===== src/rtl/ctl3w_pkg.sv =====
package ctl3w_pkg;

    localparam int FRAME_W = 24;
    localparam int WORD_W  = FRAME_W - 1;

    typedef struct packed {
        logic       ref_sel;
        logic [4:0] swallow;
        logic [3:0] main_cnt;
        logic       osc_sel;
        logic [2:0] dev_step;
        logic [1:0] cp_code;
        logic       filt_en;
    } chan_cfg_t;

    typedef struct packed {
        logic [1:0] pa_lvl;
        logic [4:0] dac_code;
        logic [2:0] test_code;
    } setup_cfg_t;

    function automatic chan_cfg_t decode_chan(input logic [WORD_W-1:0] d);
        chan_cfg_t c;
        c.ref_sel  = d[22];
        c.swallow  = d[21:17];
        c.main_cnt = d[16:13];
        c.osc_sel  = d[12];
        c.dev_step = d[9:7];
        c.cp_code  = d[2:1];
        c.filt_en  = d[0];
        return c;
    endfunction

    function automatic setup_cfg_t decode_setup(input logic [WORD_W-1:0] d);
        setup_cfg_t s;
        s.pa_lvl    = d[12:11];
        s.dac_code  = d[10:6];
        s.test_code = d[2:0];
        return s;
    endfunction

    function automatic logic signed [2:0] cp_to_step(input logic [1:0] code);
        return $signed({1'b0, code}) - 3'sd1;
    endfunction

endpackage


===== src/rtl/ctl3w_sync.sv =====
module ctl3w_sync #(
    parameter int           STAGES  = 2,
    parameter int           W       = 3,
    parameter logic [W-1:0] RST_VAL = '0
) (
    input  logic         clk,
    input  logic         rst,
    input  logic [W-1:0] din,
    output logic [W-1:0] dout
);
    logic [STAGES-1:0][W-1:0] pipe;

    genvar g;
    generate
        for (g = 0; g < STAGES; g++) begin : g_stage
            always_ff @(posedge clk) begin
                if (rst)         pipe[g] <= RST_VAL;
                else if (g == 0) pipe[g] <= din;
                else             pipe[g] <= pipe[(g == 0) ? 0 : g-1];
            end
        end
    endgenerate

    assign dout = pipe[STAGES-1];
endmodule


===== src/rtl/ctl3w_shift.sv =====
module ctl3w_shift
    import ctl3w_pkg::*;
(
    input  logic               clk,
    input  logic               rst,
    input  logic               s_clk,
    input  logic               s_dat,
    input  logic               s_en_n,
    output logic               load,
    output logic [FRAME_W-1:0] frame
);
    logic clk_q;
    logic en_q;
    logic bit_edge;

    assign bit_edge = s_clk & ~clk_q & ~s_en_n;
    assign load     = s_en_n & ~en_q;

    always_ff @(posedge clk) begin
        if (rst) begin
            clk_q <= 1'b0;
            en_q  <= 1'b1;
            frame <= '0;
        end else begin
            clk_q <= s_clk;
            en_q  <= s_en_n;
            if (bit_edge) frame <= {frame[FRAME_W-2:0], s_dat};
        end
    end

    // frame frozen while enable is high
    a_r5_idle_frame: assert property (@(posedge clk) disable iff (rst)
        s_en_n |=> $stable(frame));

    // without a serial clock rise nothing shifts
    a_r1_no_edge_hold: assert property (@(posedge clk) disable iff (rst)
        !(s_clk && !clk_q) |=> $stable(frame));
endmodule


===== src/rtl/ctl3w_bank.sv =====
module ctl3w_bank
    import ctl3w_pkg::*;
(
    input  logic               clk,
    input  logic               rst,
    input  logic               load,
    input  logic [FRAME_W-1:0] frame,
    output chan_cfg_t          chan,
    output setup_cfg_t         setup
);
    logic [WORD_W-1:0] word1_q;
    logic [WORD_W-1:0] word2_q;

    always_ff @(posedge clk) begin
        if (rst) begin
            word1_q <= '0;
            word2_q <= '0;
        end else if (load) begin
            if (frame[0]) word2_q <= frame[FRAME_W-1:1];
            else          word1_q <= frame[FRAME_W-1:1];
        end
    end

    always_comb begin
        chan  = decode_chan(word1_q);
        setup = decode_setup(word2_q);
    end

    // words change only on a load
    a_r6_quiet: assert property (@(posedge clk) disable iff (rst)
        !load |=> $stable(word1_q) && $stable(word2_q));

    // address 0 writes word 1 and spares word 2
    a_r2_to_word1: assert property (@(posedge clk) disable iff (rst)
        load && !frame[0] |=> (word1_q == $past(frame[FRAME_W-1:1])) && $stable(word2_q));

    // address 1 writes word 2 and spares word 1
    a_r2_to_word2: assert property (@(posedge clk) disable iff (rst)
        load && frame[0] |=> (word2_q == $past(frame[FRAME_W-1:1])) && $stable(word1_q));
endmodule


===== src/rtl/ctl3w_regs.sv =====
module ctl3w_regs
    import ctl3w_pkg::*;
#(
    parameter int SYNC_STAGES = 2
) (
    input  logic              clk,
    input  logic              rst,
    input  logic              ser_clk,
    input  logic              ser_dat,
    input  logic              ser_en_n,
    output logic              ref_sel,
    output logic [4:0]        swallow,
    output logic [3:0]        main_cnt,
    output logic              osc_sel,
    output logic [2:0]        dev_step,
    output logic [1:0]        cp_code,
    output logic signed [2:0] cp_step,
    output logic              filt_en,
    output logic [1:0]        pa_lvl,
    output logic [4:0]        dac_code,
    output logic [2:0]        test_code
);
    logic [2:0]         pins_s;
    logic               load;
    logic [FRAME_W-1:0] frame;
    chan_cfg_t          chan;
    setup_cfg_t         setup;

    // pin order {enable, data, clock}; enable idles high
    ctl3w_sync #(.STAGES(SYNC_STAGES), .W(3), .RST_VAL(3'b100)) u_sync (
        .clk  (clk),
        .rst  (rst),
        .din  ({ser_en_n, ser_dat, ser_clk}),
        .dout (pins_s)
    );

    ctl3w_shift u_shift (
        .clk    (clk),
        .rst    (rst),
        .s_clk  (pins_s[0]),
        .s_dat  (pins_s[1]),
        .s_en_n (pins_s[2]),
        .load   (load),
        .frame  (frame)
    );

    ctl3w_bank u_bank (
        .clk   (clk),
        .rst   (rst),
        .load  (load),
        .frame (frame),
        .chan  (chan),
        .setup (setup)
    );

    always_comb begin
        ref_sel   = chan.ref_sel;
        swallow   = chan.swallow;
        main_cnt  = chan.main_cnt;
        osc_sel   = chan.osc_sel;
        dev_step  = chan.dev_step;
        cp_code   = chan.cp_code;
        cp_step   = cp_to_step(chan.cp_code);
        filt_en   = chan.filt_en;
        pa_lvl    = setup.pa_lvl;
        dac_code  = setup.dac_code;
        test_code = setup.test_code;
    end

    // step range is -1..+2
    a_r9_step_range: assert property (@(posedge clk) disable iff (rst)
        (cp_step >= -3'sd1) && (cp_step <= 3'sd2));
endmodule


===== config.mk =====
export PLATFORM = sky130hd
export DESIGN_NAME = ctl3w_regs
export DESIGN_NICKNAME = d
export VERILOG_FILES = /design/src/rtl/ctl3w_pkg.sv /design/src/rtl/ctl3w_sync.sv /design/src/rtl/ctl3w_shift.sv /design/src/rtl/ctl3w_bank.sv /design/src/rtl/ctl3w_regs.sv
export SDC_FILE = /design/constraint.sdc
export NUM_CORES = 1
export LEC_CHECK = 0
export BUFFER_PORTS_ARGS = -buffer_cell sky130_fd_sc_hd__buf_2
export CELL_PAD_IN_SITES_DETAIL_PLACEMENT = 1
export CELL_PAD_IN_SITES_GLOBAL_PLACEMENT = 1
export CORE_ASPECT_RATIO = 2
export CORE_MARGIN = 5
export CORE_UTILIZATION = 45
export CTS_BUF_LIST = sky130_fd_sc_hd__clkbuf_8
export DETAILED_ROUTE_END_ITERATION = 6
export PLACE_DENSITY_LB_ADDON = 0.1
export SLEW_MARGIN = 20
export SYNTH_ARGS = -nofsm -noshare
export SYNTH_HDL_FRONTEND = slang
export SYNTH_SLANG_ARGS = --single-unit

===== constraint.sdc =====
create_clock -name clk -period 1.59 [get_ports clk]
set_input_delay 0 -clock clk [delete_from_list [all_inputs] [get_ports clk]]
set_output_delay 0 -clock clk [all_outputs]
set_load 0.03 [all_outputs]

==> summary.md, run 1 <==
| Metric | Value |
|---|---|
| Most common cell after layout, fill and taps aside | dfxtp_1 |
| Number of DRC markers in iteration 0 | 36 |
| CTS tree | yes |
| Vias per Instance | 4.92 |
| Peak supply drop | a little under 0.8 mV |
| DR WL met3 | 180 µm |
| Port Buffers | 34 |
| FMAX | about 750 MHz |
| HPWL after DPL | around 3000 µm |
| Fin area | 2630 µm² |
| Clock period minus worst slack | roughly 1300 ps |
| Number of remaining DRC errors | 0 |
| Critical-path cell list | or3b_1 > buf_4 > mux2i_1 |
| Antenna diodes | 0 |
| Final ANT Viol Nets | 0 |
| Hold buffers post-CTS | 3 |
| Die width | 59.4 µm |
| Headroom to the max-slew limit | 49.5% |
| Die H | 109 µm |
| Pleak | 0.00119 µW |
| Data required time at the worst endpoint | 1800 ps |
| DR top layer | met4 |
| Starting Density | 45.5% |
| Seq/Total Area, Yosys | between 50 and 60% |
| Footprint of the multi-input gates | 927 µm² |
| Area Growth Syn to Fin | 20.0% |
| Reg area | 1180 µm² |
| Htree depth | 3 |
| Wirelength per Cell | 15.4 µm |
| Cell family contributing the most delay on the critical path | simple AND/OR/NAND/NOR gates |
| Yosys reg bits | 59 |
| Reg2reg setup slack | 250 ps |
| Slowest CP cell | or3b_1 |
| Clock latency on the worst-skew pair | between 300 and 400 ps |
| Post-route clock period utilization | 84.3% |
| Num ports | 35 |
| Final setup viols | 0 |
| Clock transition at path regs | 60 ps |
| Row count | 36 |
| Commonest non-fill, non-tap cells in the layout | dfxtp_1 (59), nand2b_1 (52), mux2i_1 (51) |
| Cell Pwr Density | around 1100 nW/µm² |
| Nets | 234 |
| Post-layout util | a little over half |
| Cells after Synth | about 190 |
| Clock buffer count from CTS | 9 |
| Met1 WL | 1640 µm |
| Post-Route Setup TNS | 0 ps |
| Core area | roughly 4800 µm² |
| First-pass GRT wire length | 7270 µm |
| Worst hold path type | input port to flop |
| Crit end category | flop |
| Largest net degree at the start of global routing | 61 |
| GRT Util Overall | between 10% and 20% |
| Fill count | roughly 520 |
| Vias in the first global route | 1557 |
| Synth top area cells | dfxtp_1 (54%), mux2i_1 (23%), nand2b_1 (15%), nor2b_1 (1.4%), clkbuf_1 (1.0%) |
| Yosys top cell by area | dfxtp_1 |
| CP Max Fanout | 15 |
| Final hold vios | 0 |
| Post-CTS Setup Inserts | 0 |
| Final Skew | 2.87 ps |
| CTS Buffer Depth | 2 |
| Synth unique cells | 15 |
| Vias post-DR | 1426 |
| Max Transition Viols Final | 0 |
| RePlAce Congestion | 0.644 |
| Worst Setup Path Type | flop to flop |
| Share of cells above drive strength 1 | 23.2% |
| Synth warn | 0 |
| Maxcap violations | 0 |
| CTS Root Cell | clkbuf_8 |
| Initial antenna violation count | 0 |
| Total wire length | 4480 µm |
| Die area | 6450 µm² |
| CP bufs+invs | 1 |
| Critical path launch point type | flop |
| Worst Max-Slew Pin Slew | about 760 ps |
| Placed inst area | approximately 2400 µm² |
| RSZ-0062 raised after global routing | no |
| Post-synth top area share | between 50% and 60% |
| Average size of a mapped cell | approximately 12 µm² |
| DRT Pass-1 Iters | 2 |
| CP arrival | 1550 ps |
| Post_cts resized | 0 |
| CP max stage delay | 430 ps |
| Met2 Routed Length | 2530 µm |
| Num Clock Sinks | 59 |
| Syn nets | 195 |
| Post-synthesis instance area | 2190 µm² |
| Status | finished, final reports clean |
| Grt ovf | 0 |
==> cell usage after synthesis <==
| master | instances |
|---|---|
| nand2b_1 | 52 |
| nor3b_1 | 1 |
| clkbuf_1 | 6 |
| nor2b_1 | 5 |
| ha_1 | 1 |
| buf_6 | 1 |
| or3b_1 | 1 |
| buf_4 | 2 |
| or2_2 | 3 |
| nand3b_1 | 1 |
| inv_1 | 3 |
| buf_12 | 1 |
| dfxtp_1 | 59 |
| mux2i_1 | 51 |
| buf_2 | 2 |
==> stage by stage <==
| stage | cells | setup slack [ps] | hold WS, ps | total power [µW] |
|---|---|---|---|---|
| final | 290 | 249 | 241 | 2940 |
| after global routing | 290 | 176 | 293 | 3050 |
| after CTS | 290 | 219 | 232 | 2980 |
| after detailed placement | 271 | 234 | 198 | 1590 |
| after global placement | 271 | 298 | 185 | 1580 |
| after floorplan | 189 | 319 | 104 | 1580 |
==> power breakdown <==
group	internal, µW	switching (µW)
logic	40.5	28.9
registers	1490	2.90
clock network	835	542
==> kinds of logic after synthesis <==
family / synth area share (%)
adders and majority gates: 0.570
buffers and inverters: 4.11
DFF: 53.9
muxes: 23.3
and+or+nand+nor: 18.2
==> per-layer routing <==
metal / global-route usage [%] / up-vias
met2: 27.5 / 26
li1: - / 699
met1: 14.9 / 692
met5: 0 / -
met3: 5.45 / 9
met4: 10.2 / 0
==> registers in the layout, indices dropped and copies added, names as in the netlist <==
register,count
u_shift.clk_q,1
u_sync.dout,3
u_bank.word1_q,17
u_bank.word2_q,10
u_sync.pipe,3
u_shift.frame,24
u_shift.en_q,1
==> path summary, 6_finish.rpt <==
kind | startpoint | end | depth (start not counted)
worst max register to register | u_sync.dout[2] | u_bank.word1_q[18] | 3
worst min register to register | u_sync.pipe[2] | u_sync.dout[2] | 1
worst min-delay path | rst | u_shift.clk_q | 2
worst max-delay path | u_sync.dout[2] | u_bank.word1_q[18] | 3
==> layout make-up <==
class                   count  share of cell area, %
inverters                   3                  0.428
repair buffers             40                   8.94
clock buffers              12                   6.27
flip-flops and latches     59                   44.9
multi-input cells         115                   35.2
well taps                  57                   2.71
clock inverters             4                   1.57
Power figures use the tool's default switching activity.
==> inputs of run 2 (changes only) <==
clock period = 1.3 ns   (was 1.59 ns; I/O delays follow)
==> run 2 against run 1 <==
Effect of this change:
- core utilization about the same
- register-to-register slack worse by 160 ps
- non-clock buffer count up 1
- count of clock-buffer cells in the layout unchanged
- total power up 16%
- combinational power up 28%
- cell area about the same
- critical path depth up 1
- setup slack worse by 170 ps
- flip-flop and latch count unchanged
==> summary.md, run 2 (synthesis results as in run 1) <==
| Metric | Value |
|---|---|
| Clock buffer count from CTS | 9 |
| Core area | about 4800 µm² |
| CP most frequent cell | inv_1 |
| Vias post-DR | 1431 |
| Clock period minus worst slack | 1220 ps |
| Post-Route Setup TNS | 0 ps |
| Placed inst area | 2420 µm² |
| Total wire length | between 4000 and 5000 µm |
| RePlAce Congestion | about 0.7 |
| CP max stage delay | 340 ps |
| Final setup viols | 0 |
| Status | finished, final reports clean |
| Post-CTS Setup Inserts | 0 |
| CTS Root Cell | clkbuf_8 |
| Final Skew | 4.91 ps |
| Die H | 109 µm |
| Num Clock Sinks | 59 |
| Final hold vios | 0 |
| Max Transition Viols Final | 0 |
| Cell Pwr Density | about 1300 nW/µm² |
| Number of remaining DRC errors | 0 |
| Top reg by flops | u_shift.frame |
| Critical path launch point type | flop |
| Fin area | 2630 µm² |
| Starting Density | approximately 46% |
| Antenna diodes | 0 |
| FMAX | 819 MHz |
| Maxcap violations | 0 |
| Data required time at the worst endpoint | 1300 ps |
| Worst Max-Slew Pin Slew | 763 ps |
| Largest net degree at the start of global routing | roughly 60 |
| Vias per Instance | slightly below 5 |
| Post-layout util | a little over half |
| CP arrival | 1220 ps |
| CP bufs+invs | 3 |
| Num ports | 35 |
| Vias in the first global route | 1555 |
| Regs by FF count | u_shift.frame x24, u_bank.word1_q x17, u_bank.word2_q x10 |
| Headroom to the max-slew limit | 49.1% |
| CTS tree | yes |
| Crit end category | output pin |
| Cell family contributing the most delay on the critical path | flip-flops |
| Nets | 235 |
| Row count | 36 |
| Initial antenna violation count | 0 |
| Most common cell after layout, fill and taps aside | dfxtp_1 |
| CTS Buffer Depth | 2 |
| HPWL after DPL | 2970 µm |
| Min Hold Slack | 244 ps |
| Commonest non-fill, non-tap cells in the layout | dfxtp_1 (56), nand2b_1 (52), mux2i_1 (51) |
| Wirelength per Cell | 14.8 µm |
| Htree depth | 3 |
| Pleak | 0.00119 µW |
| GRT Util Overall | 15.4% |
| Share of cells above drive strength 1 | between 20% and 30% |
| DRT Pass-1 Iters | 4 |
| Tot Pwr | ~3400 µW |
| Worst Setup Path Type | flop to output pin |
| Peak supply drop | 0.967 mV |
| Largest register FFs | 24 |
| Number of DRC markers in iteration 0 | 39 |
| Worst hold path type | input port to flop |
| Die width | 59.4 µm |
| Clock transition at path regs | roughly 60 ps |
| Die area | around 6500 µm² |
| Final ANT Viol Nets | 0 |
| Area Growth Syn to Fin | 20.1% |
| Critical-path cell list | inv_1 > ha_1 > inv_1 > buf_4 |
| Grt ovf | 0 |
| Clock latency on the worst-skew pair | 340 ps |
| Post-route clock period utilization | between 90% and 100% |
| CP Max Fanout | 3 |
| Slowest CP cell | dfxtp_2 |
| Port Buffers | 34 |
| First-pass GRT wire length | 7210 µm |
[run 2: final cells by class]
| cell class | instances | area (µm²) |
|---|---|---|
| clock inverters | 3 | 13.8 |
| inverters | 3 | 11.3 |
| repair buffers | 41 | 258 |
| clock buffers | 12 | 165 |
| flip-flops and latches | 59 | 1180 |
| multi-input cells | 115 | 930 |
| well taps | 57 | 71.3 |
| fillers | 536 | 2190 |
[run 2: repair_timing]
action / CTS / global route
gates resized for setup: 2 / 3
hold buffers: 3 / 0
setup endpoints to repair: 2 / 2
hold endpoints to repair: 3 / 0
[run 2: power breakdown]
group | switching [µW] | total (µW) | internal, µW
Clock | 661 | 1480 | 823
Combinational | 35.4 | 88.4 | 53.0
Sequential | 3.59 | 1820 | 1820
[run 2: metal layers]
metal	up-vias	part of all wire (%)	wire length, µm	global-route usage [%]
met2	27	54	2330	26.0
met3	7	4.7	203	6.40
met1	700	38	1620	15.5
li1	697	-	-	-
met5	-	0	0	0
met4	0	2.9	126	8.75
[run 2: metrics by stage]
step           std cells  setup slack [ps]
2_1_floorplan        189              29.0
3_3_place_gp         272               112
3_5_place_dp         272              10.1
4_1_cts              290              21.1
5_1_grt              290             -5.16
6_report             290              79.0
[run 2: path summary, 6_finish.rpt]
check                                  startpoint            endpoint  slack (ps)  cells past startpoint
worst max-delay path            u_bank.word1_q[1]          cp_step[1]          80                      4
worst min-delay path                          rst      u_sync.pipe[1]         240                      2
worst max register to register     u_sync.dout[2]  u_bank.word1_q[19]          90                      3
worst min register to register     u_sync.pipe[2]      u_sync.dout[2]         420                      1
[run 2: worst register-to-register path: cells and delay by family, from the launching register on]
kind | cells | cell delay (ps)
buf+inv | 1 | 170
flops | 1 | 350
mux | 1 | 190
simple gates | 1 | 410
